**src/rtl/fms_pkg.sv**
```systemverilog
package fms_pkg;
  typedef enum logic [2:0] {
    ST_NORMAL   = 3'd0,
    ST_INV_OFF  = 3'd1,
    ST_LIMITING = 3'd2,
    ST_RELEASE  = 3'd3,
    ST_WAIT_OFF = 3'd4,
    ST_RESTART  = 3'd5
  } seq_state_t;
endpackage

```
**src/rtl/fms_trip_filter.sv**
```systemverilog
module fms_trip_filter #(
  parameter int MAG_W    = 12,
  parameter int TRIP_CNT = 3
) (
  input  logic             clk,
  input  logic             rst_n,
  input  logic [MAG_W-1:0] mag,
  input  logic [MAG_W-1:0] level,
  output logic             trip
);
  localparam int FW = $clog2(TRIP_CNT + 1);
  localparam logic [FW-1:0] SAT = FW'(TRIP_CNT);
  localparam logic [FW-1:0] ARM = FW'(TRIP_CNT - 1);

  logic          over;
  logic [FW-1:0] run_q, run_d;

  assign over = (mag > level);

  always_comb begin
    if (!over)
      run_d = '0;
    else if (run_q != SAT)
      run_d = run_q + 1'b1;
    else
      run_d = run_q;
  end

  always_ff @(posedge clk or negedge rst_n) begin
    if (!rst_n) run_q <= '0;
    else        run_q <= run_d;
  end

  assign trip = over && (run_q >= ARM);

  assert_run_bounded_R2: assert property (@(posedge clk) disable iff (!rst_n)
    run_q <= SAT);
  assert_run_clears_R2: assert property (@(posedge clk) disable iff (!rst_n)
    !over |=> run_q == '0);
endmodule

```
**src/rtl/fms_timer.sv**
```systemverilog
module fms_timer #(
  parameter int TW = 4
) (
  input  logic          clk,
  input  logic          rst_n,
  input  logic          load,
  input  logic [TW-1:0] load_val,
  output logic          expired
);
  logic [TW-1:0] cnt_q, cnt_d;
  logic          cnt_en;

  assign cnt_en = load || (cnt_q != '0);

  always_comb begin
    if (load) cnt_d = load_val;
    else      cnt_d = cnt_q - 1'b1;
  end

  always_ff @(posedge clk or negedge rst_n) begin
    if (!rst_n)      cnt_q <= '0;
    else if (cnt_en) cnt_q <= cnt_d;
  end

  assign expired = (cnt_q == '0);

  assert_timer_loads_R5: assert property (@(posedge clk) disable iff (!rst_n)
    load |=> cnt_q == $past(load_val));
endmodule

```
**src/rtl/fault_mode_sequencer.sv**
```systemverilog
module fault_mode_sequencer
  import fms_pkg::*;
#(
  parameter int MAG_W    = 12,
  parameter int TRIP_CNT = 3,
  parameter int GAP_CYC  = 4,
  parameter int HOLD_CYC = 8
) (
  input  logic             clk,
  input  logic             rst_n,
  input  logic [MAG_W-1:0] i_mag,
  input  logic [MAG_W-1:0] trip_level,
  input  logic [MAG_W-1:0] return_level,
  input  logic             thy_izero,
  input  logic             thy_vneg,
  output logic             inv_en,
  output logic             thy_fire,
  output logic [2:0]       mode
);
  localparam int TMAX = (GAP_CYC > HOLD_CYC) ? GAP_CYC : HOLD_CYC;
  localparam int TW   = $clog2(TMAX + 1);
  localparam logic [TW-1:0] GAP_LD  = TW'(GAP_CYC - 1);
  localparam logic [TW-1:0] HOLD_LD = TW'(HOLD_CYC - 1);

  seq_state_t    state_q, state_d;
  logic          trip;
  logic          tmr_load;
  logic [TW-1:0] tmr_val;
  logic          tmr_done;
  logic          below_ret;
  logic          thy_off;

  fms_trip_filter #(.MAG_W(MAG_W), .TRIP_CNT(TRIP_CNT)) u_filter (
    .clk(clk), .rst_n(rst_n), .mag(i_mag), .level(trip_level), .trip(trip)
  );

  fms_timer #(.TW(TW)) u_timer (
    .clk(clk), .rst_n(rst_n), .load(tmr_load), .load_val(tmr_val),
    .expired(tmr_done)
  );

  assign below_ret = (i_mag < return_level);
  assign thy_off   = thy_izero && thy_vneg;

  always_comb begin
    state_d  = state_q;
    tmr_load = 1'b0;
    tmr_val  = HOLD_LD;
    case (state_q)
      ST_NORMAL: if (trip) begin
        state_d  = ST_INV_OFF;
        tmr_load = 1'b1;
        tmr_val  = GAP_LD;
      end
      ST_INV_OFF: if (tmr_done) begin
        state_d  = ST_LIMITING;
        tmr_load = 1'b1;
      end
      ST_LIMITING: if (tmr_done && below_ret) state_d = ST_RELEASE;
      ST_RELEASE: begin
        if (trip) begin
          state_d  = ST_LIMITING;
          tmr_load = 1'b1;
        end else begin
          state_d = ST_WAIT_OFF;
        end
      end
      ST_WAIT_OFF: begin
        if (trip) begin
          state_d  = ST_LIMITING;
          tmr_load = 1'b1;
        end else if (thy_off) begin
          state_d = ST_RESTART;
        end
      end
      ST_RESTART: state_d = ST_NORMAL;
      default:    state_d = ST_NORMAL;
    endcase
  end

  always_ff @(posedge clk or negedge rst_n) begin
    if (!rst_n) state_q <= ST_NORMAL;
    else        state_q <= state_d;
  end

  assign inv_en   = (state_q == ST_NORMAL) || (state_q == ST_RESTART);
  assign thy_fire = (state_q == ST_LIMITING);
  assign mode     = state_q;

  assert_interlock_R4: assert property (@(posedge clk) disable iff (!rst_n)
    !(inv_en && thy_fire));
  assert_fire_after_off_R4: assert property (@(posedge clk) disable iff (!rst_n)
    $rose(thy_fire) |-> !$past(inv_en));
  assert_trip_kills_inv_R3: assert property (@(posedge clk) disable iff (!rst_n)
    (state_q == ST_NORMAL && trip) |=> !inv_en);
  assert_release_gated_R6: assert property (@(posedge clk) disable iff (!rst_n)
    (state_q == ST_LIMITING && !below_ret) |=> thy_fire);
  assert_restart_gated_R7: assert property (@(posedge clk) disable iff (!rst_n)
    $rose(inv_en) |-> $past(thy_izero && thy_vneg));
  assert_retrip_R8: assert property (@(posedge clk) disable iff (!rst_n)
    (state_q == ST_WAIT_OFF && trip) |=> thy_fire);
  assert_legal_mode_R1: assert property (@(posedge clk) disable iff (!rst_n)
    mode <= 3'd5);
endmodule

```
**config.mk**
```make
export PLATFORM = sky130hd
export DESIGN_NAME = fault_mode_sequencer
export DESIGN_NICKNAME = d
export VERILOG_FILES = /design/src/rtl/fms_pkg.sv /design/src/rtl/fms_trip_filter.sv /design/src/rtl/fms_timer.sv /design/src/rtl/fault_mode_sequencer.sv
export SDC_FILE = /design/constraint.sdc
export NUM_CORES = 1
export LEC_CHECK = 0
export ABC_AREA = 1
export BUFFER_PORTS_ARGS = -buffer_cell sky130_fd_sc_hd__buf_2
export CAP_MARGIN = 40
export CORE_MARGIN = 3
export CORE_UTILIZATION = 30
export DETAILED_ROUTE_END_ITERATION = 10
export GPL_ROUTABILITY_DRIVEN = 0
export GPL_TIMING_DRIVEN = 0
export PLACE_DENSITY = 0.61
export SYNTH_ARGS = -nofsm -noshare
export SYNTH_HDL_FRONTEND = slang
export SYNTH_HIERARCHICAL = 1
export SYNTH_SLANG_ARGS = --single-unit
```
**constraint.sdc**
```tcl
create_clock -name clk -period 4.1 [get_ports clk]
set_input_delay 0.205 -clock clk [delete_from_list [all_inputs] [get_ports clk]]
set_output_delay 0.205 -clock clk [all_outputs]
set_load 0.02 [all_outputs]
```
* Word-level counts from Yosys, hierarchy flattened
Index checks and enable logic that the tools add are counted.
** Storage, ports and cells
- Register bits after elaboration :: 9
- Input port bits :: 40
- Output and inout port bits :: 5
- Word-level logic and storage cells :: 44
** Cells by class
- Add/sub/neg operators :: 2
- Order comparisons :: 3
- Equality and inequality tests :: 11
- Muxes and demuxes :: 15
- Reduce and logical (&&, ||, !) cells :: 10
** Operator list (count)
- 2-to-1 mux 3 bit :: 8
- one-hot mux 3 bit (5 select lines) :: 1
- greater-than comparator 12 bit :: 1
- < comparator 12 bit :: 1
- inequality test 2 bit (second input constant) :: 4
- equality test 3 x 2 -> 1 bit (second input constant) :: 2
- equality test 3 bit (second input constant) :: 2
- zero test 4 bit :: 1
- 2-to-1 mux 2 bit :: 2
- 2-to-1 mux 4 bit :: 1
- AND reduction 4 bit :: 1
- nonzero test 4 bit :: 1
- subtractor 4 x 1 -> 4 bit (second input constant) :: 1
- equality test 3 x 1 -> 1 bit (second input constant) :: 1
- logical AND 1 bit :: 3
- zero test 3 bit :: 1
- inequality test 3 bit (second input constant) :: 1
- OR reduction 3 bit :: 1
- adder 2 x 1 -> 2 bit (second input constant) :: 1
- >= comparator 2 bit (second input constant) :: 1
- logical OR 1 bit :: 2
- 2-to-1 mux 1 bit :: 2
- inequality test 2 x 1 -> 1 bit (second input constant) :: 1
- one-hot mux 1 bit (2 select lines) :: 1

* Longest topological paths before layout
Gate-level depths: netlist of run 1.
- Depth in word-level cells :: 5
- Gate-level depth with buffers :: 17
- Depth with buffers taken out :: 17

* Cells and area by module
The synthesis of run 1 kept the hierarchy.
** Modules (own cells, without submodules)
- fault_mode_sequencer :: times used 1, cells each 94, area each 548.0 um2, sequential area each 75.1 um2
- fms_trip_filter :: times used 1, cells each 70, area each 461.7 um2, sequential area each 50.0 um2
- fms_timer :: times used 1, cells each 35, area each 242.7 um2, sequential area each 100.1 um2

* Least setup slack after synthesis of run 1
OpenSTA, ideal clock, no wires.
- Kind :: input to register
- Start :: input port trip_level[11]
- End :: register u_timer.cnt_q[3]
- Setup time :: 0.115 ns
- Data arrival time :: 1.736 ns
- Data required time :: 3.985 ns
- Slack :: 2.249 ns
- Stages on the path :: 16
- Path buffers :: 0
- Cell sequence :: inv_1 ha_1 nand2_1 inv_2 nand2_2 nor2_2 nand2_1 nand3_2 nand2_2 nor2_1 nand2_1 nand2_1 inv_2 or2_0 nand2_1 nor2_1
** On the way
- Cells in the longest elaborated chain, start to end :: 5
- Elaborated cells between the ends (all ways) :: 6
- Classes of those cells :: order compare: 1; mux: 3; reduce/logical: 2
** RTL lines
- start: declaration :: line fault_mode_sequencer.sv:12 : input logic [MAG_W-1:0] trip_level,
- greater-than comparator 12 bit * :: line fms_trip_filter.sv:18 : assign over = (mag > level);
- logical AND 1 bit * :: line fms_trip_filter.sv:34 : assign trip = over && (run_q >= ARM);
- named net trip :: line fault_mode_sequencer.sv:26 : logic trip;
- 2-to-1 mux 1 bit * :: line fault_mode_sequencer.sv:50, fault_mode_sequencer.sv:61, fault_mode_sequencer.sv:69
- one-hot mux 1 bit (2 select lines) * :: line fault_mode_sequencer.sv:49 : case (state_q)
- named net tmr_load :: line fault_mode_sequencer.sv:27 : logic tmr_load;
- 2-to-1 mux 4 bit / logical OR 1 bit (equally long branches) :: line fms_timer.sv:16, fms_timer.sv:13
- end signal: assignment :: line fms_timer.sv:22 : else if (cnt_en) cnt_q <= cnt_d;
- end: declaration :: line fms_timer.sv:10 : logic [TW-1:0] cnt_q, cnt_d;
The timed path passes the listed nets; every way through them passes the cells marked *.
A chain may end at the register's enable or synchronous reset.

* Worst setup path after layout of run 1
- Start :: input port i_mag[11]
- End :: register u_timer.cnt_q[3]
** On the way
- Cells in the longest elaborated chain, start to end :: 5
- Elaborated cells between the ends (all ways) :: 6
- Classes of those cells :: order compare: 1; mux: 3; reduce/logical: 2
** RTL lines
- start: declaration :: line fault_mode_sequencer.sv:11 : input logic [MAG_W-1:0] i_mag,
- greater-than comparator 12 bit * :: line fms_trip_filter.sv:18
- logical AND 1 bit * :: line fms_trip_filter.sv:34
- named net trip :: line fault_mode_sequencer.sv:26
- 2-to-1 mux 1 bit * :: line fault_mode_sequencer.sv:50, fault_mode_sequencer.sv:61, fault_mode_sequencer.sv:69
- one-hot mux 1 bit (2 select lines) * :: line fault_mode_sequencer.sv:49
- named net tmr_load :: line fault_mode_sequencer.sv:27
- 2-to-1 mux 4 bit / logical OR 1 bit (equally long branches) :: line fms_timer.sv:16, fms_timer.sv:13
Marks and branches as above.

==> impl_metrics.ini, run 1 <==
[outcome]
status = finished clean

[synthesis]
postSynthRegisterBits = 9
ys_warn_count = 6
synth.yosys.seq_area_share_pct = 18.0
syn_area_um2 = 1250
syn_inst = 199
ys_types = 24
avgSynthCellArea_um2 = 6.29

[finish]
layout_common_cells = 52 x nand2_1, 47 x inv_1, 44 x buf_2, 26 x ha_1, 22 x nor2_1
ff_latch_area_um2 = 225
stdcell_count = 297
diodes = 0
multi_input_area_um2 = 847
fillCellCount = 409
final_common_cell = nand2_1
final_area_um2 = 1590
final_nets = 316
area_growth_pct = 27.1
drive_gt1_share_pct = 23.3

[timing]
slew_violations = 0
period_minus_slack_ps = 1930
grt_setup_unrepaired = false
setup_viol = 0
fin_worst_skew_ps = 2.12
fin_setup_tns_ps = 0
hold_violations = 0
period_share_pct = 47.0
fmax_ghz = 0.519

[floorplanning]
coreArea_um2 = 3830
ios = 45
initial_core_util_pct = 32.7
num_rows = 22
dieArea_um2 = 4990
die_w_um = 70.6
die_h_um = 70.6

[setup_path]
reg2reg_depth = 10
worstPathArrival_ps = 2060
r2r_slack_ps = 2370
cp-end-kind = flop
cp_max_fo = 6
crit_type = input port to flop
r2r_start = u_filter/run_q[0]$_DFFE_PN0P_
cp-start-kind = input port
crit_required_ps = 4230
r2r-end = u_timer/cnt_q[3]$_DFFE_PN0P_

[global_route]
grt_remaining_overflow = 0
use_met3_pct = 3.13
grt_use_total_pct = 10.5
grt.busiest_layer = met2
grt_pass1_vias = 1125
gr-usage-met1_pct = 14.4
antenna_found_initial = 0
grt_max_degree = 10
met2_usage_pct = 16.4
grt_pass1_wl_mm = 4.40

[clock_tree]
cts_tree = built
cts-hold-fix-buffers = 1
cts_resized = 0
clk_pin_slew_ps = 50
cts_made_buffers = 3
postCtsSetupBuffers = 0
root_buffer = clkbuf_8
clock-sinks = 9
htree_levels = 1
cts_buffer_depth = 2
clk_latency_ps = 240

[min_path]
hold_path.class = input port to async pin

[job]
max-cap-violations = 0

[detailed_routing]
drc = 0
wl_per_cell_um = 8.35
routed_wirelength_mm = 2.48
num_vias = 1217
drtAntennaViolNets = 0
viasPerCell = 4.10
drt-pass1-iter-count = 4
first_iter_violations = 49

[pwr]
cellLeakagePower_nw = 1.03
p_per_area_nw_per_um2 = 410
ir_drop_uv = 120

[placed_design]
dp_cells = 292
dp_hpwl_mm = 2.25
io_buffers = 44
place_area_um2 = 1540
==> routing by layer <==
metal / up-vias / routed length, um
li1: 702 / -
met1: 486 / 1250
met2: 27 / 1070
met3: 2 / 147
met4: 0 / 14
met5: - / 0
==> layout make-up <==
type	instances	share of cell area, %
clock buffer	4	2.83
inverter	49	11.6
multi-input combinational	142	53.2
sequential	9	14.2
tap	48	3.77
timing repair buffer	45	14.5
==> through the flow <==
| step | util [%] | hold slack [ps] | power (W) | setup WS, ps |
|---|---|---|---|---|
| after detailed placement | 40.2 | 75.0 | 0.000554 | 1920 |
| after floorplan | - | -90.6 | 0.000449 | 2250 |
| after CTS | 41.6 | 354 | 0.000665 | 2170 |
| final | 41.6 | 352 | 0.000653 | 2170 |
| after global routing | 41.6 | 376 | 0.000734 | 1960 |
| after global placement | 40.2 | 73.7 | 0.000553 | 1920 |
==> cells by family (layout without fill, tap and decap cells) <==
family          Yosys count  in the layout  share of synthesized area [%]
simple gates             91             91                           30.4
compound gates           20             20                           8.99
fa+ha+maj                26             26                           26.0
flops                     9              9                           18.0
other cells               2              3                          0.600
buf+inv                  49             98                           14.7
xor+xnor                  2              2                           1.40
==> power by group <==
part / internal, W / switching, W / total [W]
Combinational: 0.000152 / 0.000226 / 0.000377
Clock: 0.0000679 / 0.0000371 / 0.000105
Sequential: 0.000131 / 0.0000399 / 0.000171
Total: 0.000350 / 0.000303 / 0.000653
==> critical path: stages <==
cell and delay, ps:
buf_2 110, ha_1 290, nand2_1 80, inv_2 50, nand2_2 50, nor2_2 120, nand2_1 70, nand3_2 60
nand2_2 60, nor2_1 290, nand2_1 100, nand2_1 170, inv_2 90, or2_0 200, nand2_1 70, nor2_1 40
==> registers in the layout, indices dropped and copies added (netlist names) <==
signal	count
u_timer/cnt_q	4
u_filter/run_q	2
mode	3
==> cells in the mapped netlist <==
cell      number  area (um^2)
nand2_1       52          195
inv_1         47          176
ha_1          26          325
nor2_1        22         82.6
a21oi_1        9         45.0
dfrtp_1        9          225
nand3_1        5         25.0
o21ai_0        5         25.0
nand2_2        4         25.0
conb_1         2         7.51
inv_2          2         7.51
nand4_1        2         12.5
nor2_2         2         12.5
o21ai_1        2         10.0
a211oi_1       1         7.51
a21boi_1       1         7.51
a21o_2         1         8.76
a21oi_2        1         8.76
nand3_2        1         10.0
nor3_1         1         5.00
or2_0          1         6.26
or2_1          1         6.26
xnor2_1        1         8.76
xor2_1         1         8.76
==> how the worst max path moves through the flow <==
stage	start	to	slack (ps)	depth (start not counted)
2_1_floorplan	trip_level[11]	u_timer/cnt_q[3]$_DFFE_PN0P_	2250	16
3_3_place_gp	i_mag[11]	u_timer/cnt_q[3]$_DFFE_PN0P_	1920	16
3_5_place_dp	i_mag[11]	u_timer/cnt_q[3]$_DFFE_PN0P_	1920	16
4_1_cts	i_mag[11]	u_timer/cnt_q[3]$_DFFE_PN0P_	2170	16
5_1_grt	i_mag[11]	u_timer/cnt_q[3]$_DFFE_PN0P_	1960	16
6_report	i_mag[11]	u_timer/cnt_q[3]$_DFFE_PN0P_	2170	16
Power figures use the tool's default switching activity.
==> run 2: changes to the inputs <==
--- a/config.mk
+++ b/config.mk
@@ -5,7 +5,7 @@
 export SDC_FILE = /design/constraint.sdc
 export NUM_CORES = 1
 export LEC_CHECK = 0
-export ABC_AREA = 1
+export ABC_AREA = 0
 export BUFFER_PORTS_ARGS = -buffer_cell sky130_fd_sc_hd__buf_2
 export CAP_MARGIN = 40
 export CORE_MARGIN = 3
==> constraint.sdc (replaced) <==
create_clock -name clk -period 1.9 [get_ports clk]
set_input_delay 0.095 -clock clk [delete_from_list [all_inputs] [get_ports clk]]
set_output_delay 0.095 -clock clk [all_outputs]
set_load 0.02 [all_outputs]
==> run 2 against run 1 <==
  * Critical path depth shrank 5
  * Power grew 130%
  * Critical endpoint unchanged
  * Count of clock-buffer cells in the layout is the same
  * Largest cell class unchanged
==> impl_metrics.ini, run 2 <==
[outcome]
status = finished clean

[clock_tree]
cts_buffer_depth = 2
clk_pin_slew_ps = 40
cts_made_buffers = 3
cts_tree = built
clock-sinks = 9
clk_latency_ps = 230
htree_levels = 1
root_buffer = clkbuf_8

[synthesis]
syn_area_um2 = 1200
ys_warn_count = 6
synth_top_area_cell = ha_1
synthTopCellsByArea = ha_1 27%, dfrtp_1 19%, inv_1 8.7%
synth.most_common_cell = inv_1
synthArstFlopShare_pct = 100
synth.yosys.seq_area_share_pct = 18.7
avgSynthCellArea_um2 = 8.29
synth_edf_count = 0
ys_types = 40
syn_inst = 145
synth_ff_type = dfrtp_1
synth_top_area_share_pct = 27.1
postSynthRegisterBits = 9
synthTopCellsByCount = 28 x inv_1, 26 x ha_1, 10 x nor2_1

[setup_path]
cp-end-kind = flop
crit_type = input port to flop
reg2reg_depth = 9
r2r_start = u_timer/cnt_q[0]$_DFFE_PN0P_
crit_required_ps = 2020
r2r-end = u_timer/cnt_q[3]$_DFFE_PN0P_
cp-start-kind = input port
cp_max_fo = 4
worstPathArrival_ps = 1970
r2r_slack_ps = 70

[timing]
grt_setup_unrepaired = true
setup_viol = 0
hold_violations = 0
period_share_pct = 97.7
fin_setup_tns_ps = 0
holdWs_ps = 246
fin_worst_skew_ps = 2.86
period_minus_slack_ps = 1860
slew_violations = 0
fmax_ghz = 0.538

[global_route]
grt_remaining_overflow = 0
grt_pass1_vias = 1146
gr-usage-met1_pct = 15.9
antenna_found_initial = 0
grt.busiest_layer = met2
grt_max_degree = 11
met2_usage_pct = 18.8
use_met3_pct = 3.33
grt_pass1_wl_mm = 4.77
grt_use_total_pct = 11.9

[detailed_routing]
drt-pass1-iter-count = 4
routed_wirelength_mm = 2.86
num_vias = 1192
wl_per_cell_um = 11.2
drtAntennaViolNets = 0
drc = 0
viasPerCell = 4.67
first_iter_violations = 25

[placed_design]
dp_hpwl_mm = 2.24
io_buffers = 44

[pwr]
cellLeakagePower_nw = 0.926
ir_drop_uv = 309
p_per_area_nw_per_um2 = 845

[finish]
largest_reg_flops = 4
final_common_cell = buf_2
diodes = 0
regMostFlops = u_timer/cnt_q
area_growth_pct = 47.3
final_nets = 274
layout_common_cells = 43 x buf_2, 26 x inv_1, 20 x ha_1, 15 x buf_4, 9 x dfrtp_1
drive_gt1_share_pct = 42.5
reg.largest.list = u_timer/cnt_q: 4 flops, mode: 3 flops, u_filter/run_q: 2 flops
fillCellCount = 360
finish.utilization_pct = 47.0

[job]
max-cap-violations = 0

[floorplanning]
dieArea_um2 = 4800
coreArea_um2 = 3770
die_h_um = 69.3
die_w_um = 69.3
initial_core_util_pct = 31.9
ios = 45
num_rows = 22

[min_path]
hold_path.class = input port to async pin
==> run 2: routing by layer <==
| metal | share of wire [%] | routed length [um] | vias up |
|---|---|---|---|
| met4 | 0.52 | 15 | 0 |
| met1 | 47 | 1340 | 522 |
| met3 | 7.5 | 216 | 2 |
| met2 | 45 | 1290 | 41 |
| li1 | - | - | 627 |
| met5 | 0 | 0 | - |
==> run 2: worst max path at each step <==
stage,start,end,depth (start not counted)
floorplan,trip_level[1],u_timer/cnt_q[3]$_DFFE_PN0P_,11
global placement,trip_level[1],u_timer/cnt_q[3]$_DFFE_PN0P_,12
detailed placement,trip_level[1],u_timer/cnt_q[3]$_DFFE_PN0P_,12
CTS,trip_level[1],u_timer/cnt_q[3]$_DFFE_PN0P_,12
global route,i_mag[6],u_timer/cnt_q[3]$_DFFE_PN0P_,10
finish,i_mag[11],u_timer/cnt_q[3]$_DFFE_PN0P_,11
==> run 2: layout make-up <==
cell class | instances | area (um^2) | share of cell area, %
Buffer | 3 | 23.8 | 1.34
Clock buffer | 4 | 45.0 | 2.54
Tap cell | 48 | 60.1 | 3.39
Inverter | 28 | 118 | 6.64
Multi-Input combinational cell | 106 | 975 | 55.0
Timing Repair Buffer | 57 | 325 | 18.4
Sequential cell | 9 | 225 | 12.7
==> run 2: logic make-up (layout without fill, tap and decap cells) <==
| group | Yosys count | after routing | synth area share, % |
|---|---|---|---|
| xor gates and xnor gates | 3 | 3 | 2.19 |
| DFF | 9 | 9 | 18.7 |
| buffers and inverters | 31 | 92 | 10.4 |
| adders and majority gates | 26 | 26 | 27.1 |
| and+or+nand+nor | 37 | 37 | 17.9 |
| AOI/OAI and AO/OA | 33 | 33 | 19.2 |
| muxes | 4 | 4 | 3.85 |
| other | 2 | 3 | 0.625 |
==> run 2: critical path, stage by stage <==
cell      delay, ps
buf_4           130
ha_4            270
nand2_2          70
o211ai_2        230
o31ai_4         130
a211oi_4        290
nand2b_1        120
o22ai_1         170
buf_4           160
nor3_2           40
a221o_1         280
==> run 2: where the power goes <==
group          switching [W]  internal (W)
combinational       0.000465      0.000463
sequential         0.0000773      0.000271
clock              0.0000737      0.000146
==> run 2: metrics by stage <==
stage | instances | setup slack [ps] | instance area (um^2) | power (W)
2_1_floorplan | 146 | -79.6 | 1240 | 0.000964
3_3_place_gp | 238 | -488 | 1530 | 0.00116
3_5_place_dp | 238 | -481 | 1530 | 0.00117
4_1_cts | 253 | 11.4 | 1700 | 0.00148
5_1_grt | 255 | -74.5 | 1770 | 0.00163
6_report | 255 | 42.9 | 1770 | 0.00150
==> run 2: timing repair <==
item | 4_1_cts | 5_1_grt
buffers inserted | 10 | 2
hold buffers | 1 | 0
pin swaps | 4 | 6
endpoints found under the hold margin | 9 | 0
setup endpoints to repair | 3 | 5
resized for setup | 9 | 11
